**src/rtl/rtx_pkg.sv**
```systemverilog
package rtx_pkg;
  typedef enum logic {
    RT_ZERO_LAT   = 1'b0,
    RT_NORMAL_LAT = 1'b1
  } rt_lat_e;

  typedef struct packed {
    logic do_rt;    // rewind this edge
    logic do_rd;    // ordinary read this edge
    logic load_out; // output register captures memory word
  } rd_action_t;
endpackage

```
**src/rtl/rtx_mode_latch.sv**
```systemverilog
module rtx_mode_latch
  import rtx_pkg::*;
(
  input  logic    clk,
  input  logic    rst_n,
  input  logic    lat_mode_i,
  output rt_lat_e mode_o
);
  rt_lat_e mode_q;

  // The mode pin is captured only while reset is held.
  always_ff @(posedge clk) begin
    if (!rst_n) mode_q <= rt_lat_e'(lat_mode_i);
  end

  assign mode_o = mode_q;
endmodule

```
**src/rtl/rtx_decide.sv**
```systemverilog
module rtx_decide
  import rtx_pkg::*;
(
  input  logic       rt_n_i,
  input  logic       ren_i,
  input  logic       empty_i,
  input  logic       wr_nonzero_i,
  input  rt_lat_e    mode_i,
  output rd_action_t act_o
);
  always_comb begin
    act_o = '0;
    if (!rt_n_i) begin
      // Retransmit wins over any read on the same edge.
      act_o.do_rt    = 1'b1;
      act_o.load_out = (mode_i == RT_ZERO_LAT) && wr_nonzero_i;
    end else if (ren_i && !empty_i) begin
      act_o.do_rd    = 1'b1;
      act_o.load_out = 1'b1;
    end
  end
endmodule

```
**src/rtl/rtx_rd_ptr.sv**
```systemverilog
module rtx_rd_ptr
  import rtx_pkg::*;
#(
  parameter int AW = 4
) (
  input  logic       clk,
  input  logic       rst_n,
  input  rd_action_t act_i,
  input  logic [AW:0] wr_ptr_i,
  output logic [AW-1:0] rd_addr_o,
  output logic [AW:0]   rd_ptr_o,
  output logic          empty_o
);
  localparam logic [AW:0] PTR_ZERO = '0;
  localparam logic [AW:0] PTR_ONE  = {{AW{1'b0}}, 1'b1};

  logic [AW:0] ptr_q;
  logic [AW:0] ptr_d;

  always_comb begin
    ptr_d = ptr_q;
    if (act_i.do_rt) begin
      // A word consumed on the rewind edge moves the pointer past location 0.
      ptr_d = act_i.load_out ? PTR_ONE : PTR_ZERO;
    end else if (act_i.do_rd) begin
      ptr_d = ptr_q + PTR_ONE;
    end
  end

  always_ff @(posedge clk) begin
    if (!rst_n) ptr_q <= PTR_ZERO;
    else        ptr_q <= ptr_d;
  end

  // The memory is addressed at location 0 while a rewind is requested.
  assign rd_addr_o = act_i.do_rt ? '0 : ptr_q[AW-1:0];
  assign rd_ptr_o  = ptr_q;
  assign empty_o   = (wr_ptr_i == ptr_q);
endmodule

```
**src/rtl/rtx_out_reg.sv**
```systemverilog
module rtx_out_reg #(
  parameter int DW = 8
) (
  input  logic          clk,
  input  logic          rst_n,
  input  logic          load_i,
  input  logic [DW-1:0] data_i,
  output logic [DW-1:0] dout_o
);
  always_ff @(posedge clk) begin
    if (!rst_n)      dout_o <= '0;
    else if (load_i) dout_o <= data_i;
  end
endmodule

```
**src/rtl/rd_retransmit_ctrl.sv**
```systemverilog
module rd_retransmit_ctrl
  import rtx_pkg::*;
#(
  parameter int AW = 4,
  parameter int DW = 8
) (
  input  logic          clk,
  input  logic          rst_n,
  input  logic          lat_mode_i,
  input  logic          rt_n_i,
  input  logic          ren_i,
  input  logic [AW:0]   wr_ptr_i,
  input  logic [DW-1:0] mem_rdata_i,
  output logic [AW-1:0] rd_addr_o,
  output logic [AW:0]   rd_ptr_o,
  output logic [DW-1:0] dout_o,
  output logic          empty_o
);
  rt_lat_e    mode_q;
  rd_action_t act;
  logic       wr_nonzero;

  assign wr_nonzero = |wr_ptr_i;

  rtx_mode_latch u_mode (
    .clk        (clk),
    .rst_n      (rst_n),
    .lat_mode_i (lat_mode_i),
    .mode_o     (mode_q)
  );

  rtx_decide u_decide (
    .rt_n_i       (rt_n_i),
    .ren_i        (ren_i),
    .empty_i      (empty_o),
    .wr_nonzero_i (wr_nonzero),
    .mode_i       (mode_q),
    .act_o        (act)
  );

  rtx_rd_ptr #(.AW(AW)) u_ptr (
    .clk       (clk),
    .rst_n     (rst_n),
    .act_i     (act),
    .wr_ptr_i  (wr_ptr_i),
    .rd_addr_o (rd_addr_o),
    .rd_ptr_o  (rd_ptr_o),
    .empty_o   (empty_o)
  );

  rtx_out_reg #(.DW(DW)) u_out (
    .clk    (clk),
    .rst_n  (rst_n),
    .load_i (act.load_out),
    .data_i (mem_rdata_i),
    .dout_o (dout_o)
  );
endmodule

```
**config.mk**
```make
export PLATFORM = sky130hd
export DESIGN_NAME = rd_retransmit_ctrl
export DESIGN_NICKNAME = d
export VERILOG_FILES = /design/src/rtl/rtx_pkg.sv /design/src/rtl/rtx_mode_latch.sv /design/src/rtl/rtx_decide.sv /design/src/rtl/rtx_rd_ptr.sv /design/src/rtl/rtx_out_reg.sv /design/src/rtl/rd_retransmit_ctrl.sv
export SDC_FILE = /design/constraint.sdc
export NUM_CORES = 1
export LEC_CHECK = 0
export BUFFER_PORTS_ARGS = -buffer_cell sky130_fd_sc_hd__buf_4
export CORE_MARGIN = 3
export CORE_UTILIZATION = 31
export DETAILED_ROUTE_END_ITERATION = 10
export HOLD_SLACK_MARGIN = 0.12
export PLACE_DENSITY = 0.6
export SKIP_LAST_GASP = 1
export SYNTH_ARGS = -nofsm -noshare
export SYNTH_HDL_FRONTEND = slang
export SYNTH_SLANG_ARGS = --single-unit
```
**constraint.sdc**
```tcl
create_clock -name clk -period 4 [get_ports clk]
set_input_delay 0.4 -clock clk [delete_from_list [all_inputs] [get_ports clk]]
set_output_delay 0.4 -clock clk [all_outputs]
set_load 0.02 [all_outputs]
```
==> impl_summary.md, run 1 <==
STA
Derived from the worst setup path, the maximum achievable clock frequency is 519 MHz. The sum of negative setup slack is 0 ns. In the finished design, the share of the clock period the worst path needs comes to 48.1%. The count of final max-slew check failures is 0. The transition time at the pin with the least slew margin is 0.514 ns. The hold violation total from the final report is 0. The smallest clock period supported by the final layout is computed as 1.93 ns. The worst clock skew on the final layout is 0.00689 ns.

The count of endpoints failing setup in the final report is 0. Setup repair after global routing left no endpoint under its margin. In this run the tightest slew margin relative to its limit is 65.6%.

Synthesis
The share of the synthesized netlist area taken by xor and xnor gates is 5.65%. Yosys mapped a number of flops with a built-in enable equal to 1. The synthesized design contains 14 register bits. The share of the yosys chip area belonging to registers is 37.5%.

By area, the combinational part of the netlist is dominated by simple AND/OR/NAND/NOR gates. The number of cells produced by synthesis is 90. The total of warnings raised by yosys is 0. The total standard cell area after synthesis is 774 um^2.

Counting every net in the synthesized netlist gives 109. The mean post-synth cell area is 8.61 um^2. The count of cell types in the netlist is 24. The multiplexer share of the synthesized area is 15.5%. The async set-or-reset flop fraction in the synthesized netlist is 0%. The post-synthesis share of cell area spent on full adders, half adders and majority gates is 1.62%. The area share of and/or/nand/nor cells after synthesis is 27.1%.

The most common flop cell mapped by yosys is sky130_fd_sc_hd__dfxtp_1. The synthesized netlist devotes 8.72% of its cell area to compound gates.

Clocking
After clock tree synthesis, the setup repair step added 0 buffers. The clock passes through at most 2 buffers. The CTS H-tree depth is 1. The count of cells resized by post-cts repair is 0.

The clock sink total is 14. The CTS clock-pin slew for the worst setup and hold paths is 0.09 ns. The worst-skew pair later-pin latency is 0.28 ns. TritonCTS built the clock tree. The number of hold buffers added after cts is 0. The CTS root buffer is sky130_fd_sc_hd__clkbuf_4. In this run, CTS created clock tree buffers numbering 3.

Global route
The initial antenna violation count came to 0. Entering global routing, the biggest net connects 20 pins. The all-layer global routing usage is 12.2%.

The first global-routing pass estimated 3.10 mm of wire. The number of global-route vias before repair was 739. The global-route congestion overflow total is 0.

Pwr
The completed layout was analyzed and its total power is 0.000340 W. The peak supply drop is 172 uV. The ratio of total power to cell area is 314 nW/um^2. The analysis attributes to cell leakage a power of 0.495 nW.

Run status
The run finished with clean final reports.

Worst setup path
The critical setup path kind is flip-flop to primary output. The critical path starts at u_ptr.rd_ptr_o[2]$_SDFFE_PN0P_. The launch point of the worst reg-to-reg path is u_ptr.rd_ptr_o[2]$_SDFFE_PN0P_. For the worst setup path, the data arrival time is 1.53 ns.

Along the worst path, the maximum fanout reaches 7. Data on the critical path is required at its endpoint by 3.60 ns. STA classifies the critical path startpoint as a flip-flop. STA classifies the critical path endpoint as a primary output.

Floorplanning
The floorplan step set the die width to 56.0 um. The die covers 3130 um^2. The floorplan has 17 rows. The top-level port count is 36. The initial standard-cell utilization of the core is 33.7%. The core region is 2300 um^2. The vertical extent of the die is 56.0 um.

Final layout
The library cells used most frequently in the layout, excluding fill and tap cells, are sky130_fd_sc_hd__buf_4, sky130_fd_sc_hd__nand2_1, sky130_fd_sc_hd__dfxtp_1. Leaving out fill and tap cells, the most frequent cell in the layout is sky130_fd_sc_hd__buf_4. The number of antenna diodes is 0.

The area of all placed cells without fillers is 1080 um^2. The synthesis-to-finish area growth is 39.7%. Of the cells placed in the final design, the portion with a size suffix greater than 1 is 32.3%. The final net count is 144.

The end-of-flow core utilization is 47.1%. For this run, the number of standard cells in the final layout without fillers is 152.

Worst hold path
The worst min-delay path class is input pin to flip-flop. The worst hold path begins at lat_mode_i.

Routing
The remaining antenna violation count after routing is 0. After detailed routing, the number of remaining DRC violations is 0. The pre-antenna-repair detailed-routing pass consisted of 4 iterations. After detailed routing, the average wire length per cell comes to 11.9 um. The routed wire length is 1.81 mm. The number of vias per cell after detailed routing is 4.82. The via count is 733. The number of DRC markers in iteration 0 is 17.

Place
The number of buffer cells added on primary ports is 35. The number of placed instances, taps included, is 148. The congestion estimate from routability-driven global placement came to 0.851. The detailed placement HPWL is 1.40 mm.

The standard cell area after detailed placement is 1050 um^2.

Flow run
The tool flagged a number of max-cap violations equal to 0.
## critical path: stages, from the launching register on
cell,delay [ns]
sky130_fd_sc_hd__dfxtp_1,0.46
sky130_fd_sc_hd__xnor2_1,0.19
sky130_fd_sc_hd__and3_1,0.31
sky130_fd_sc_hd__and2_1,0.16
sky130_fd_sc_hd__buf_4,0.13
## kinds of logic (layout without fill, tap and decap cells)
kind of cell               count (synthesis)  in the layout
muxes                                     12             12
and+or+nand+nor                           42             42
adders and majority gates                  1              1
AOI/OAI and AO/OA                         10             10
DFF                                       14             14
xor gates and xnor gates                   5              5
buffers and inverters                      6             40
## stage by stage
step | worst slack (ns) | hold slack [ns]
floorplan | 2.36 | 0.499
global placement | 2.29 | 0.446
detailed placement | 2.27 | 0.452
CTS | 2.04 | 0.275
global route | 1.94 | 0.272
finish | 2.07 | 0.290
## layer usage
metal | vias to the layer above | part of all wire (%) | GRT usage [%]
met2 | 28 | 47 | 19.2
met5 | - | 0 | 0
met4 | 0 | 0.78 | 6.78
met1 | 329 | 43 | 14.3
met3 | 2 | 8.4 | 4.41
li1 | 374 | - | -
## synth_stat cells (2+ instances only)
master / number / share of area [%]
sky130_fd_sc_hd__mux2i_1: 12 / 16
sky130_fd_sc_hd__xnor2_1: 5 / 5.7
sky130_fd_sc_hd__nand4_1: 2 / 1.6
sky130_fd_sc_hd__dfxtp_1: 13 / 34
sky130_fd_sc_hd__nand2b_1: 3 / 2.4
sky130_fd_sc_hd__and2_1: 7 / 5.7
sky130_fd_sc_hd__a31oi_1: 2 / 1.6
sky130_fd_sc_hd__nor2_1: 2 / 0.97
sky130_fd_sc_hd__clkbuf_1: 4 / 1.9
sky130_fd_sc_hd__a21oi_1: 4 / 2.6
sky130_fd_sc_hd__nand2_1: 23 / 11
## sequential cells by signal, indices dropped and copies added, names as in the netlist
register and flops:
u_mode.mode_o 1, u_out.dout_o 8, u_ptr.rd_ptr_o 5
## worst paths after layout
| check | end | slack, ns | cells past startpoint |
|---|---|---|---|
| worst min register to register | u_out.dout_o[3]$_SDFFE_PN0P_ | 0.46 | 2 |
| worst max register to register | u_out.dout_o[1]$_SDFFE_PN0P_ | 2.39 | 4 |
| worst max-delay path | empty_o | 2.07 | 4 |
| worst min-delay path | u_mode.mode_o$_DFFE_PN_ | 0.29 | 1 |
## power breakdown
part / switching [W] / leakage [nW] / total, W / internal [W]
Clock: 0.0000469 / 0.0210 / 0.000102 / 0.0000553
Combinational: 0.0000417 / 0.358 / 0.0000810 / 0.0000393
Sequential: 0.00000627 / 0.116 / 0.000157 / 0.000150
Total: 0.0000949 / 0.495 / 0.000340 / 0.000245
## layout make-up
cell class                 count  area [um^2]
tap                           28         35.0
timing repair buffer          35          263
clock buffer                   4         36.3
inverter                       1         3.75
sequential                    14          290
fill                         230         1210
multi-input combinational     70          454
(Power assumes the default switching activity.)
==> run 2: changes to the inputs <==
--- a/config.mk
+++ b/config.mk
@@ -5,12 +5,13 @@
 export SDC_FILE = /design/constraint.sdc
 export NUM_CORES = 1
 export LEC_CHECK = 0
+export ABC_AREA = 1
 export BUFFER_PORTS_ARGS = -buffer_cell sky130_fd_sc_hd__buf_4
 export CORE_MARGIN = 3
 export CORE_UTILIZATION = 31
 export DETAILED_ROUTE_END_ITERATION = 10
 export HOLD_SLACK_MARGIN = 0.12
-export PLACE_DENSITY = 0.6
+export PLACE_DENSITY = 0.61
 export SKIP_LAST_GASP = 1
 export SYNTH_ARGS = -nofsm -noshare
 export SYNTH_HDL_FRONTEND = slang
==> constraint.sdc (replaced) <==
create_clock -name clk -period 1.6 [get_ports clk]
set_input_delay 0.16 -clock clk [delete_from_list [all_inputs] [get_ports clk]]
set_output_delay 0.16 -clock clk [all_outputs]
set_load 0.02 [all_outputs]
==> run 2 against run 1 <==
Net effect: global-route usage rose by 1.7 points; hold slack got worse by 0.13 ns; critical endpoint unchanged; highest routed layer unchanged; critical path depth rose by 3.
==> impl_summary.md, run 2 <==
Synthesis
Yosys mapped a number of flops with a built-in enable equal to 1. The largest family of logic cells by synthesized area is simple AND/OR/NAND/NOR gates. Summing the areas of all compound-gate instances in the mapped netlist gives 11.6% of the synthesized area. Synthesis instantiated 22 different standard cells from the library.

After synthesis, the mean cell area works out to 6.85 um^2. The number of nets handed over by synthesis was 147. sky130_fd_sc_hd__dfxtp_1 takes more of the synthesized area than any other cell. Synthesis produced a netlist whose cell count is 128.

The total standard cell area after synthesis is 877 um^2. Summing the areas of all xor and xnor instances in the mapped netlist gives 0.999% of the synthesized area. The commonest cells after synthesis are sky130_fd_sc_hd__nand2_1, sky130_fd_sc_hd__inv_1, sky130_fd_sc_hd__nor2_1. In the synthesized netlist the async set-or-reset flop fraction comes to 0%. The share of the yosys chip area belonging to registers is 33.1%. The most common flop cell mapped by yosys is sky130_fd_sc_hd__dfxtp_1. The share of the synthesized area in the top cell type is 29.7%. The post-synthesis share of cell area spent on full adders, half adders and majority gates is 1.43%. The synthesized netlist devotes 36.5% of its cell area to simple gates. By instance count, the leading cell after synthesis is sky130_fd_sc_hd__nand2_1. The multiplexer share of the synthesized area is 0%. Yosys attributes the largest share of cell area to sky130_fd_sc_hd__dfxtp_1, sky130_fd_sc_hd__nand2_1, sky130_fd_sc_hd__inv_1.

The flip-flop and latch count after synthesis is 14. The total of warnings raised by yosys is 0.

STA
The time the final worst path needs with I/O delays and setup is 1.48 ns. The transition time at the pin with the least slew margin is 0.271 ns. Setup repair after global routing left no endpoint under its margin. Adding up every negative setup slack in the final design gives 0 ns. The max-slew headroom at the worst pin is 81.8%. The final hold slack is 0.161 ns.

The portion of the clock cycle consumed by the worst path in the final layout is 92.6%. The peak clock frequency supported by timing is 675 MHz. The count of final max-slew check failures is 0.

The hold violation total from the final report came to 0. The worst clock skew on the final layout is 0.00385 ns. The count of endpoints failing setup in the final report is 0.

Routing
Once detail routing completed, the nets flagged for antenna violations numbered 0. In the final routed layout, each cell accounts on average for 10.6 um. The number of detailed-route iterations in the first pass is 4. The number of DRC markers in iteration 0 is 28.

Summing over every cut layer, the via total after detailed routing is 919. The number of vias per cell after detailed routing is 4.53. In the routed design, unresolved DRC markers number 0. Wires add up to 2.15 mm.

Floorplanning
Pin placement for this block handled 36 I/O pins. The vertical extent of the die is 59.2 um. The die covers 3500 um^2. The initial standard-cell utilization of the core is 33.9%.

The horizontal die dimension is 59.2 um. The core box area is 2590 um^2. After floorplanning, the core was divided into 18 placement rows.

Global route
Global routing consumed, over all layers together, 13.9% of the routing resources. The initial antenna violation count is 0. The wire length of the first global-routing pass is 3.71 mm. The number of global-route vias before repair is 859. Entering global routing, the biggest net connects 18 pins.

The global-route congestion overflow total is 0.

Worst setup path
The worst setup path is launched from a flip-flop. The category of the worst setup path capture point is a primary output. The critical path arrival is 1.32 ns. Along the worst path, the maximum fanout reaches 6. At the worst endpoint, the required time is 1.44 ns. The setup path with the least slack is of type flip-flop to primary output.

Final layout
The number of flip-flops under the largest register name is 8. The layout has 268 filler cells. The share of final-layout standard cells stronger than drive strength 1 is 35.8%. Leaving out fill and tap cells, the most frequent cell in the layout is sky130_fd_sc_hd__buf_4. Cells fill 49.3% of the core in the end. More flip-flops sit in one register than any other, and that register is u_out.dout_o.

The storage element area is 298 um^2. The top cell types in the final layout, fill and taps aside, are sky130_fd_sc_hd__buf_4, sky130_fd_sc_hd__nand2_1, sky130_fd_sc_hd__inv_1. The count of non-filler cells in the finished layout is 203.

The area of combinational cells with multiple inputs is 443 um^2. The number of antenna diodes in the final layout is 0. The final net count is 193. The area growth from synthesis to layout is 45.5%.

Clocking
The maximum clock path buffer count is 2. The clock tree from TritonCTS is yes. The CTS clock-pin slew for the worst setup and hold paths is 0.09 ns. The worst-skew pair later-pin latency is 0.29 ns. The total CTS buffers is 3. In this run the clock root is driven by a sky130_fd_sc_hd__clkbuf_4. CTS built an H-tree with a depth of 1.

For this design, the sink count on the clock tree is 14.

Flow run
Max-cap violations in this run came to 0.

Pwr
The peak supply drop is 775 uV. The ratio of total power to cell area is 705 nW/um^2. The analysis attributes to cell leakage a power of 0.672 nW.

Place
The wire-length estimate of the detail-placed layout is 1.56 mm. After detailed placement, the design holds a cell count of 190. The placer congestion estimate is 0.813. In this run the tool buffered the top-level ports with 35 buffer cells.

Worst hold path
The path class of the tightest hold or removal check is input pin to flip-flop.

Run status
The run finished with clean final reports.
run 2: per-layer routing:
layer | part of all wire, % | GRT usage (%) | wire length, um | vias to the layer above
met5 | 0 | 0 | 0 | -
met4 | 0.65 | 2.91 | 14 | 0
met3 | 8.5 | 5.01 | 182 | 3
met2 | 48 | 24.2 | 1040 | 31
met1 | 43 | 16.4 | 917 | 405
li1 | - | - | - | 480
run 2: cell type report:
| cell class | count | area share, % |
|---|---|---|
| clock buffers | 4 | 2.84 |
| inverters | 27 | 7.94 |
| multi-input cells | 83 | 34.7 |
| flip-flops and latches | 14 | 23.3 |
| well taps | 30 | 2.94 |
| repair buffers | 45 | 28.2 |
run 2: worst paths after layout:
check	startpoint	endpoint	slack (ns)	cells after the start
max	u_ptr.rd_ptr_o[2]$_SDFFE_PN0P_	empty_o	0.12	7
min	rst_n	u_out.dout_o[0]$_SDFFE_PN0P_	0.16	3
max reg2reg	u_ptr.rd_ptr_o[2]$_SDFFE_PN0P_	u_out.dout_o[3]$_SDFFE_PN0P_	0.24	9
min reg2reg	u_out.dout_o[5]$_SDFFE_PN0P_	u_out.dout_o[5]$_SDFFE_PN0P_	0.55	4
run 2: logic make-up (layout without fill, tap and decap cells):
logic type | Yosys count | in the layout
buffers and inverters | 31 | 76
adders and majority gates | 1 | 1
AOI/OAI and AO/OA | 13 | 13
DFF | 14 | 14
xor gates and xnor gates | 1 | 1
and+or+nand+nor | 68 | 68
run 2: critical path, cell delays in order, from the launching register on:
cell                      delay [ns]
sky130_fd_sc_hd__dfxtp_2        0.40
sky130_fd_sc_hd__inv_2          0.06
sky130_fd_sc_hd__nand2_1        0.06
sky130_fd_sc_hd__nand2_1        0.05
sky130_fd_sc_hd__nor2_2         0.12
sky130_fd_sc_hd__nand3_4        0.13
sky130_fd_sc_hd__inv_1          0.08
sky130_fd_sc_hd__buf_4          0.13
run 2: per-stage QoR:
step                total power [W]  instance area [um^2]  worst slack (ns)
finish                     0.000899                  1280             0.118
CTS                        0.000912                  1270            0.0300
detailed placement         0.000628                  1140             0.171
global placement           0.000622                  1140             0.198
global route               0.000964                  1280            0.0126
floorplan                  0.000540                   877             0.184
run 2: where the power goes:
part / total [W] / internal [W] / switching [W]
Clock: 0.000265 / 0.000139 / 0.000126
Combinational: 0.000243 / 0.000114 / 0.000129
Sequential: 0.000391 / 0.000376 / 0.0000152
Total: 0.000899 / 0.000629 / 0.000270
run 2: timing repair:
action,in CTS,in global routing
buffers inserted,0,0
hold buffers,9,0
resized for setup,0,5
setup endpoints to repair,0,1
endpoints found under the hold margin,9,0
==> run 3: changes to the inputs <==
--- a/config.mk
+++ b/config.mk
@@ -5,13 +5,13 @@
 export SDC_FILE = /design/constraint.sdc
 export NUM_CORES = 1
 export LEC_CHECK = 0
-export ABC_AREA = 1
+export ABC_AREA = 0
 export BUFFER_PORTS_ARGS = -buffer_cell sky130_fd_sc_hd__buf_4
 export CORE_MARGIN = 3
 export CORE_UTILIZATION = 31
 export DETAILED_ROUTE_END_ITERATION = 10
 export HOLD_SLACK_MARGIN = 0.12
-export PLACE_DENSITY = 0.61
+export PLACE_DENSITY = 0.62
 export SKIP_LAST_GASP = 1
 export SYNTH_ARGS = -nofsm -noshare
 export SYNTH_HDL_FRONTEND = slang
==> constraint.sdc (replaced) <==
create_clock -name clk -period 1.6 [get_ports clk]
set_input_delay 0.16 -clock clk [delete_from_list [all_inputs] [get_ports clk]]
set_output_delay 0.16 -clock clk [all_outputs]
set_load 0.1 [all_outputs]
==> run 3 against run 2 <==
Net effect: first-iteration DRC count shrank 75%; via count shrank 18%; clock skew down 0.0015 ns.
==> impl_summary.md, run 3 (same netlist as run 1, synthesis figures left out) <==
Worst hold path
The worst min-delay path class is input pin to flip-flop. The worst hold path passes through 3 cells.

Pwr
The ratio of total power to cell area is 831 nW/um^2. The static leakage power is 0.559 nW. The overall power is 0.00102 W. The peak supply drop is 557 uV.

Clocking
The clock tree from TritonCTS is yes. The CTS root buffer is sky130_fd_sc_hd__clkbuf_4. The number of clock buffers added by TritonCTS is 3. The worst-skew pair later-pin latency is 0.28 ns. After clock tree synthesis, the clock-pin slew on the worst setup and hold paths is 0.09 ns.

CTS built an H-tree with a depth of 1. Counting every sink on the clock net gives 14. The maximum clock path buffer count is 2.

Worst setup path
On the worst path, the slowest cell contributes a delay of 0.38 ns. The critical path goes through xnor2_2 -> and3_4 -> and2_4 -> buf_12. The category of the worst setup path capture point is a primary output. For the worst setup path, the data required time is 1.44 ns.

The critical path is of the flip-flop to primary output type. The worst register-to-register path has a depth of 4. The category of the worst setup path launch point is a flip-flop. The slowest stage of the critical path belongs to the cell sky130_fd_sc_hd__dfxtp_4.

The largest fanout on the critical path is 7. The critical path arrival is 1.38 ns.

Run status
The flow ran to the end, and the final reports show no timing, DRC or antenna violations.

Place
The detailed placement HPWL is 1.51 mm. The placer congestion estimate is 0.814. In this run the cell area measured after placement is 1110 um^2.

The number of buffer cells added on primary ports is 35. The cell count after placement is 148.

Final layout
Compared with the post-synthesis result, the final layout area differs by 58.6%. The storage element area is 309 um^2. The final net count is 151. In the final layout, the multi-input gates occupy 504 um^2.

The post-route netlist has 42.7% of its cells at a drive strength greater than 1. The repair_antennas step left the layout with diodes totalling 0. Counting the fill cells in the layout gives 221. The finished cells cover 1230 um^2. The library cell used most frequently in the layout, excluding fill and tap cells, is sky130_fd_sc_hd__buf_4. More flip-flops sit in one register than any other, and that register is u_out.dout_o. The register with the most flip-flops in the layout has 8 of them. Once layout is complete, the cells apart from fillers number 159.

In the layout the commonest cells are sky130_fd_sc_hd__buf_4, sky130_fd_sc_hd__nand2_1, sky130_fd_sc_hd__mux2i_1. The end-of-flow core utilization is 53.5%.

Flow run
The tool flagged a number of max-cap violations equal to 0.

STA
Measured against its own limit, the worst slew margin works out to 66.4%. The peak clock frequency supported by timing is 647 MHz. The hold violation total from the final report was 0. Setup violations remaining at the end of the flow were counted as 0. The worst clock skew on the final layout is 0.00234 ns. Setup repair after global routing could not meet its margin everywhere.

For the pin with the worst max-slew slack, the measured transition is 0.502 ns. After layout, the minimum clock period comes to 1.54 ns. In the finished design, the share of the clock period the worst path needs comes to 96.6%. The count of final max-slew check failures is 0.

Floorplanning
The number of placement rows is 17. The vertical extent of the die is 56.0 um. The horizontal die dimension is 56.0 um.

In this run the count of I/O pins placed on the die edge is 36. The total die area is 3130 um^2. The core region is 2300 um^2. The initial standard-cell utilization of the core is 33.7%.

Global route
The number of global-route vias before repair came to 736. The initial antenna violation count came to 0. The wire length of the first global-routing pass is 3.16 mm. Global routing used 12.5% of the available tracks. Entering global routing, the biggest net connects 20 pins. For this run the aggregate overflow at the end of global routing stands at 0.

Routing
The routed layout has 755 vias. After detailed routing, the total wire length is 1.98 mm. The number of detailed-route iterations in the first pass is 4. After detailed routing, the number of vias per cell comes to 4.75. In the final routed layout, each cell accounts on average for 12.5 um.

After detailed routing, the number of remaining DRC violations is 0. In this run the remaining antenna-violating nets after routing total 0. The number of DRC markers in iteration 0 is 7.
run 3: layer usage:
layer / routed length, um / global-route usage [%] / vias up
met3: 91 / 3.02 / 2
met4: 18 / 5.08 / 0
met1: 862 / 14.6 / 346
li1: - / - / 390
met5: 0 / 0 / -
met2: 1010 / 21.7 / 17
run 3: worst paths after layout:
check,startpoint,to,slack (ns)
setup / recovery,u_ptr.rd_ptr_o[2]$_SDFFE_PN0P_,empty_o,0.06
hold / removal,mem_rdata_i[6],u_out.dout_o[6]$_SDFFE_PN0P_,0.13
setup reg to reg,u_ptr.rd_ptr_o[1]$_SDFFE_PN0P_,u_out.dout_o[2]$_SDFFE_PN0P_,0.16
hold reg to reg,u_out.dout_o[3]$_SDFFE_PN0P_,u_out.dout_o[3]$_SDFFE_PN0P_,0.47
run 3: metrics by stage:
stage | hold WS (ns) | TNS (ns) | setup slack [ns]
3_5_place_dp | 0.341 | 0 | 0.119
6_report | 0.130 | 0 | 0.0552
4_1_cts | 0.121 | 0 | 0.00394
5_1_grt | 0.133 | -0.0184 | -0.0184
2_1_floorplan | 0.259 | 0 | 0.0677
3_3_place_gp | 0.339 | 0 | 0.166
run 3: critical path: cells and delay by family (launching register included):
family                    cells  cell delay, ns
DFF                           1            0.38
buffers and inverters         1            0.16
xor gates and xnor gates      1            0.17
and+or+nand+nor               2            0.39
run 3: power by group:
| group | internal [W] | switching [W] |
|---|---|---|
| clock network | 0.000138 | 0.000118 |
| registers | 0.000370 | 0.0000172 |
| logic | 0.000122 | 0.000256 |
run 3: layout make-up:
cell class                      instances  area share, %
Sequential cell                        14           25.2
Inverter                                1          0.305
Clock buffer                            4           2.95
Tap cell                               28           2.85
Multi-Input combinational cell         70           41.0
Timing Repair Buffer                   42           27.7
run 3: repair_timing:
action	CTS	global route
buffers inserted	0	2
setup endpoints to repair	1	4
hold endpoints to repair	5	0
resized for setup	5	2
hold buffers	5	0
pin swaps	0	1
